**src/rtl/mbist_pkg.sv**
```systemverilog
package mbist_pkg;

    typedef enum logic [2:0] {
        PH_IDLE,
        PH_WR_UP,
        PH_RD_UP,
        PH_WR_DN,
        PH_RD_DN,
        PH_DRAIN
    } phase_t;

    localparam int LED_RUN_BIT  = 3;
    localparam int LED_PASS_BIT = 4;

    function automatic logic phase_writes(input phase_t ph);
        return (ph == PH_WR_UP) || (ph == PH_WR_DN);
    endfunction

    function automatic logic phase_reads(input phase_t ph);
        return (ph == PH_RD_UP) || (ph == PH_RD_DN);
    endfunction

    function automatic logic phase_inverts(input phase_t ph);
        return (ph == PH_WR_DN) || (ph == PH_RD_DN);
    endfunction

endpackage

```
**src/rtl/mbist_addr_seq.sv**
```systemverilog
module mbist_addr_seq #(
    parameter int ADDR_W = 14
) (
    input  logic              clk,
    input  logic              rst,
    input  logic              load,
    input  logic [ADDR_W-1:0] load_val,
    input  logic              step_up,
    input  logic              step_dn,
    output logic [ADDR_W-1:0] addr
);
    logic [ADDR_W-1:0] addr_q;

    always_ff @(posedge clk) begin
        if (rst) begin
            addr_q <= '0;
        end else if (load) begin
            addr_q <= load_val;
        end else if (step_up) begin
            addr_q <= addr_q + 1'b1;
        end else if (step_dn) begin
            addr_q <= addr_q - 1'b1;
        end
    end

    assign addr = addr_q;
endmodule

```
**src/rtl/mbist_cmp.sv**
```systemverilog
module mbist_cmp #(
    parameter int ADDR_W = 14,
    parameter int DATA_W = 16
) (
    input  logic              clk,
    input  logic              rst,
    input  logic              issue,
    input  logic [ADDR_W-1:0] issue_addr,
    input  logic              issue_inv,
    input  logic [DATA_W-1:0] rdata,
    output logic              mismatch,
    output logic [ADDR_W-1:0] mis_addr
);
    localparam int PAD_W = DATA_W - ADDR_W;

    typedef struct packed {
        logic              vld;
        logic              inv;
        logic [ADDR_W-1:0] addr;
    } rd_tag_t;

    rd_tag_t           tag_q;
    logic [DATA_W-1:0] expect_w;

    always_ff @(posedge clk) begin
        if (rst) begin
            tag_q <= '0;
        end else begin
            tag_q.vld  <= issue;
            tag_q.inv  <= issue_inv;
            tag_q.addr <= issue_addr;
        end
    end

    always_comb begin
        expect_w = {{PAD_W{1'b0}}, tag_q.addr};
        if (tag_q.inv) begin
            expect_w = ~expect_w;
        end
    end

    assign mismatch = tag_q.vld && (rdata != expect_w);
    assign mis_addr = tag_q.addr;
endmodule

```
**src/rtl/mbist_status.sv**
```systemverilog
module mbist_status
    import mbist_pkg::*;
#(
    parameter int ADDR_W = 14,
    parameter int LED_W  = 8
) (
    input  logic              clk,
    input  logic              rst,
    input  logic              launch,
    input  logic              finish_ok,
    input  logic              finish_bad,
    input  logic [ADDR_W-1:0] bad_addr,
    output logic              done,
    output logic              fail,
    output logic [ADDR_W-1:0] fail_addr,
    output logic [LED_W-1:0]  led
);
    always_ff @(posedge clk) begin
        if (rst) begin
            done      <= 1'b0;
            fail      <= 1'b0;
            fail_addr <= '0;
            led       <= '0;
        end else begin
            done <= finish_ok || finish_bad;
            if (launch) begin
                fail              <= 1'b0;
                fail_addr         <= '0;
                led[LED_RUN_BIT]  <= 1'b1;
                led[LED_PASS_BIT] <= 1'b0;
            end
            if (finish_ok) begin
                led[LED_RUN_BIT]  <= 1'b0;
                led[LED_PASS_BIT] <= 1'b1;
            end
            if (finish_bad) begin
                fail      <= 1'b1;
                fail_addr <= bad_addr;
            end
        end
    end
endmodule

```
**src/rtl/mbist_engine.sv**
```systemverilog
module mbist_engine
    import mbist_pkg::*;
#(
    parameter int ADDR_W  = 14,
    parameter int DATA_W  = 16,
    parameter int LED_W   = 8,
    parameter int ADDR_LO = 1
) (
    input  logic              clk,
    input  logic              rst,
    input  logic              start,
    output logic [ADDR_W-1:0] ram_addr,
    output logic              ram_we,
    output logic [DATA_W-1:0] ram_wdata,
    input  logic [DATA_W-1:0] ram_rdata,
    output logic              busy,
    output logic              done,
    output logic              fail,
    output logic [ADDR_W-1:0] fail_addr,
    output logic [LED_W-1:0]  led
);
    localparam int                PAD_W = DATA_W - ADDR_W;
    localparam logic [ADDR_W-1:0] LO_A  = ADDR_W'(ADDR_LO);
    localparam logic [ADDR_W-1:0] HI_A  = '1;

    phase_t            phase_q, phase_d;
    logic [ADDR_W-1:0] addr;
    logic              ld, step_up, step_dn;
    logic [ADDR_W-1:0] ld_val;
    logic              at_lo, at_hi;
    logic              launch, finish_ok, mismatch, issue;
    logic [ADDR_W-1:0] mis_addr;
    logic [DATA_W-1:0] pattern;

    assign at_lo  = (addr == LO_A);
    assign at_hi  = (addr == HI_A);
    assign launch = start && (phase_q == PH_IDLE);

    always_comb begin
        phase_d   = phase_q;
        ld        = 1'b0;
        ld_val    = LO_A;
        step_up   = 1'b0;
        step_dn   = 1'b0;
        finish_ok = 1'b0;
        unique case (phase_q)
            PH_IDLE: begin
                if (start) begin
                    phase_d = PH_WR_UP;
                    ld      = 1'b1;
                end
            end
            PH_WR_UP: begin
                if (at_hi) begin
                    phase_d = PH_RD_UP;
                    ld      = 1'b1;
                end else begin
                    step_up = 1'b1;
                end
            end
            PH_RD_UP: begin
                if (at_hi) begin
                    phase_d = PH_WR_DN;
                    ld      = 1'b1;
                    ld_val  = HI_A;
                end else begin
                    step_up = 1'b1;
                end
            end
            PH_WR_DN: begin
                if (at_lo) begin
                    phase_d = PH_RD_DN;
                    ld      = 1'b1;
                end else begin
                    step_dn = 1'b1;
                end
            end
            PH_RD_DN: begin
                if (at_hi) begin
                    phase_d = PH_DRAIN;
                end else begin
                    step_up = 1'b1;
                end
            end
            PH_DRAIN: begin
                phase_d   = PH_IDLE;
                finish_ok = 1'b1;
            end
            default: phase_d = PH_IDLE;
        endcase
        if (mismatch) begin
            phase_d   = PH_IDLE;
            finish_ok = 1'b0;
        end
    end

    always_ff @(posedge clk) begin
        if (rst) begin
            phase_q <= PH_IDLE;
        end else begin
            phase_q <= phase_d;
        end
    end

    mbist_addr_seq #(.ADDR_W(ADDR_W)) u_addr (
        .clk      (clk),
        .rst      (rst),
        .load     (ld),
        .load_val (ld_val),
        .step_up  (step_up),
        .step_dn  (step_dn),
        .addr     (addr)
    );

    assign issue = phase_reads(phase_q) && !mismatch;

    mbist_cmp #(.ADDR_W(ADDR_W), .DATA_W(DATA_W)) u_cmp (
        .clk        (clk),
        .rst        (rst),
        .issue      (issue),
        .issue_addr (addr),
        .issue_inv  (phase_inverts(phase_q)),
        .rdata      (ram_rdata),
        .mismatch   (mismatch),
        .mis_addr   (mis_addr)
    );

    mbist_status #(.ADDR_W(ADDR_W), .LED_W(LED_W)) u_status (
        .clk        (clk),
        .rst        (rst),
        .launch     (launch),
        .finish_ok  (finish_ok),
        .finish_bad (mismatch),
        .bad_addr   (mis_addr),
        .done       (done),
        .fail       (fail),
        .fail_addr  (fail_addr),
        .led        (led)
    );

    always_comb begin
        pattern = {{PAD_W{1'b0}}, addr};
        if (phase_inverts(phase_q)) begin
            pattern = ~pattern;
        end
    end

    assign ram_addr  = addr;
    assign ram_we    = phase_writes(phase_q);
    assign ram_wdata = pattern;
    assign busy      = (phase_q != PH_IDLE);
endmodule

```
**config.mk**
```make
export PLATFORM = sky130hd
export DESIGN_NAME = mbist_engine
export DESIGN_NICKNAME = d
export VERILOG_FILES = /design/src/rtl/mbist_pkg.sv /design/src/rtl/mbist_addr_seq.sv /design/src/rtl/mbist_cmp.sv /design/src/rtl/mbist_status.sv /design/src/rtl/mbist_engine.sv
export SDC_FILE = /design/constraint.sdc
export NUM_CORES = 1
export LEC_CHECK = 0
export ABC_CLOCK_PERIOD_IN_PS = 5200
export BUFFER_PORTS_ARGS = -buffer_cell sky130_fd_sc_hd__clkbuf_2
export CAP_MARGIN = 40
export CORE_ASPECT_RATIO = 1.2
export CORE_MARGIN = 5
export CORE_UTILIZATION = 55
export CTS_CLUSTER_DIAMETER = 150
export CTS_CLUSTER_SIZE = 12
export DETAILED_ROUTE_END_ITERATION = 6
export PLACE_DENSITY = 0.77
export SETUP_SLACK_MARGIN = 0.5
export SYNTH_ARGS = -nofsm -noshare
export SYNTH_HDL_FRONTEND = slang
export SYNTH_HIERARCHICAL = 1
export SYNTH_SLANG_ARGS = --single-unit
```
**constraint.sdc**
```tcl
create_clock -name clk -period 5.2 [get_ports clk]
set_input_delay 1.04 -clock clk [delete_from_list [all_inputs] [get_ports clk]]
set_output_delay 1.04 -clock clk [all_outputs]
set_load 0.1 [all_outputs]
```
==> summary.txt <==
Setup Fix Bufs, Post-CTS - 0
Post-CTS Hold Fix Bufs - 0
Max transition margin - 40.8%
Largest net degree at the start of global routing - 41
CP Class - flip-flop to flip-flop
Detail Route Antenna Nets - 0
Root Buffer - clkbuf_8
Final setup vio count - 0
Pins Over Slew Limit - 0
CP Data Required Time - 5400 ps
Mapped Cells - 390
Worst-Margin Slew - 885 ps
Mean Syn Cell Area - 8.49 sq um
Non-Filler Instances - 517
Pre-antenna DRT Iters - 4
DRC - 0
Layout cells sized above 1 - 23.7%
Commonest non-fill, non-tap cell in the layout - clkbuf_2
Routability cong. - 0.898
TritonCTS clock tree - yes
Vias in the first global route - 2708
Number of H-tree levels - 2
# IOs - 75
Tot Pwr - 1.17 mW
Area Overhead vs Synth - 10.5%
First-pass GRT wire length - 12600 um
Period utilization - 68.3%
Clock sinks - 51
FP Rows - 31
RSZ-0062 raised after global routing - no
PostCTS Resize Cnt - 0
MaxCap Viol Count - 0
Leading cell types in the layout, fill and taps excluded - clkbuf_2 (68), dfxtp_1 (51), nand2_1 (34)
Filler instances - 550
Antenna diodes - 0
Grt ovf - 0
Post-synthesis sequential area ratio - 30.9%
Register Area - 1020 sq um
Top FF cell, synth - dfxtp_1
Final hold viol count - 0
Starting density of the core - 55.8%
Yosys reg bits - 51
Warnings from Yosys - 6
Die height - 95.0 um
Wire length on met3 - 465 um
Multi-input gate area in the final layout - 1990 sq um
Post-DP Area - 3550 sq um
Reg clk slew, reported paths - 90 ps
Finished layout cell area - 3660 sq um
CTS Buf Count - 5
Clock Path Buffers - 2
Port bufs - 68
DP Cell Count - 510
Maximum clock rate - 282 MHz
Critical Path End Type - flip-flop
Total GRT Usage - 20.7%
Mapped Area - 3310 sq um
Status - finished clean
Power per standard cell area - 320 nW/um^2
Die ar. - 7670 sq um
Crit path DAT - 3750 ps
Die width - 80.8 um
Met1 Wirelength - 3220 um
Vias - 2828
Hold WS - 473 ps
Max layer used - met4
Final WL - 7770 um
Critical Path Source Type - flip-flop
Met2 WL - 3900 um
1st-iter DRT viols - 119
Clk Latency, worst-skew pair - 300 ps
Fin Setup TNS - 0 ps
Post-synth EDFFs - 0
Post-DR vias/cell - 5.47
WL/cell - 15.0 um
Initial antenna violation count - 0
Type of the worst min-delay path - flip-flop to flip-flop
Nets@finish - 467
Synth cell types - 68
Lkg Pwr - 1.57 nW
Max Clock Skew - 5.30 ps
Final Critical Period - 3550 ps
DP Wirelength - 5930 um
Core footprint - 5930 sq um
FFs w/ async S/R, synth - 0%
Max VDD drop - 0.157 mV
CP Max Fanout - 12
## routing by layer
metal | track usage (%) | up-vias
li1 | - | 1439
met1 | 24.2 | 1291
met2 | 37.0 | 84
met3 | 3.34 | 14
met4 | 8.31 | 0
met5 | 0 | -
## layout make-up
cell class                 instances  share of cell area, %
tap                               82                   2.81
multi-input combinational        286                   54.4
timing repair buffer              71                   9.92
sequential                        51                   27.9
inverter                          20                   2.05
clock inverter                     2                   1.03
clock buffer                       5                   1.88
## cell families after synthesis
family          share of synthesized area (%)
compound gates                           20.6
xor+xnor                                 10.5
fa+ha+maj                                5.14
buf+inv                                  9.64
flops                                    30.9
mux                                     0.302
other cells                             0.227
simple gates                             22.6
## cells in the mapped netlist, drive strengths merged (3+ instances only)
master,count,area (sq um)
dfxtp,51,1020
nand2,36,140
buf,30,214
nor2,27,101
a21oi,21,109
xnor2,21,184
inv,20,75.1
xor2,18,165
nor2b,17,106
o21ai,13,68.8
ha,12,150
nand2b,10,67.6
o22ai,10,62.6
clkbuf,8,30.0
nor3,8,45.0
nand3,6,30.0
nand4,6,43.8
o32ai,6,97.6
or3,6,37.5
and3,5,31.3
nor4,5,46.3
a2111oi,4,48.8
a21o,4,30.0
a211oi,3,22.5
a221oi,3,32.5
nor4b,3,32.5
or2,3,18.8
## critical path: stages (launching register included)
cell and delay [ps]:
dfxtp_1 500, nand4_2 180, nor4_4 410, nor2_1 220
inv_1 420, ha_1 350, and2b_2 230, o2111ai_1 280
nand3_1 140, a221oi_2 250, xor2_1 110, a2111oi_2 350
## through the flow
step / setup slack (ps) / utilization (%)
after floorplan: 1410 / -
after global placement: 1780 / 59.8
after detailed placement: 1680 / 59.8
after CTS: 1620 / 61.6
after global routing: 1350 / 61.6
final: 1650 / 61.6
## power by group
group | switching, mW | internal, mW | leakage (nW)
registers | 0.0294 | 0.407 | 0.414
clock network | 0.125 | 0.141 | 0.0502
logic | 0.334 | 0.133 | 1.11
## final timing paths
path                                                   start                      endpoint  slack, ps  depth (start not counted)
worst max-delay path             u_addr/addr[2]$_SDFFE_PP0P_  u_addr/addr[12]$_SDFFE_PP0P_       1650                         11
worst min-delay path            u_status/led[4]$_SDFFE_PP0P_  u_status/led[4]$_SDFFE_PP0P_        470                          2
worst max register to register   u_addr/addr[2]$_SDFFE_PP0P_  u_addr/addr[12]$_SDFFE_PP0P_       1650                         11
worst min register to register  u_status/led[4]$_SDFFE_PP0P_  u_status/led[4]$_SDFFE_PP0P_        470                          2
## sequential cells by signal (all words and copies together) (netlist names)
signal	flops
u_cmp/mis_addr	14
u_status/fail	1
u_status/done	1
u_addr/addr	14
u_status/led	2
u_cmp/tag_q	2
phase_q	3
u_status/fail_addr	14
No activity file was read; power rests on OpenSTA's default activity.
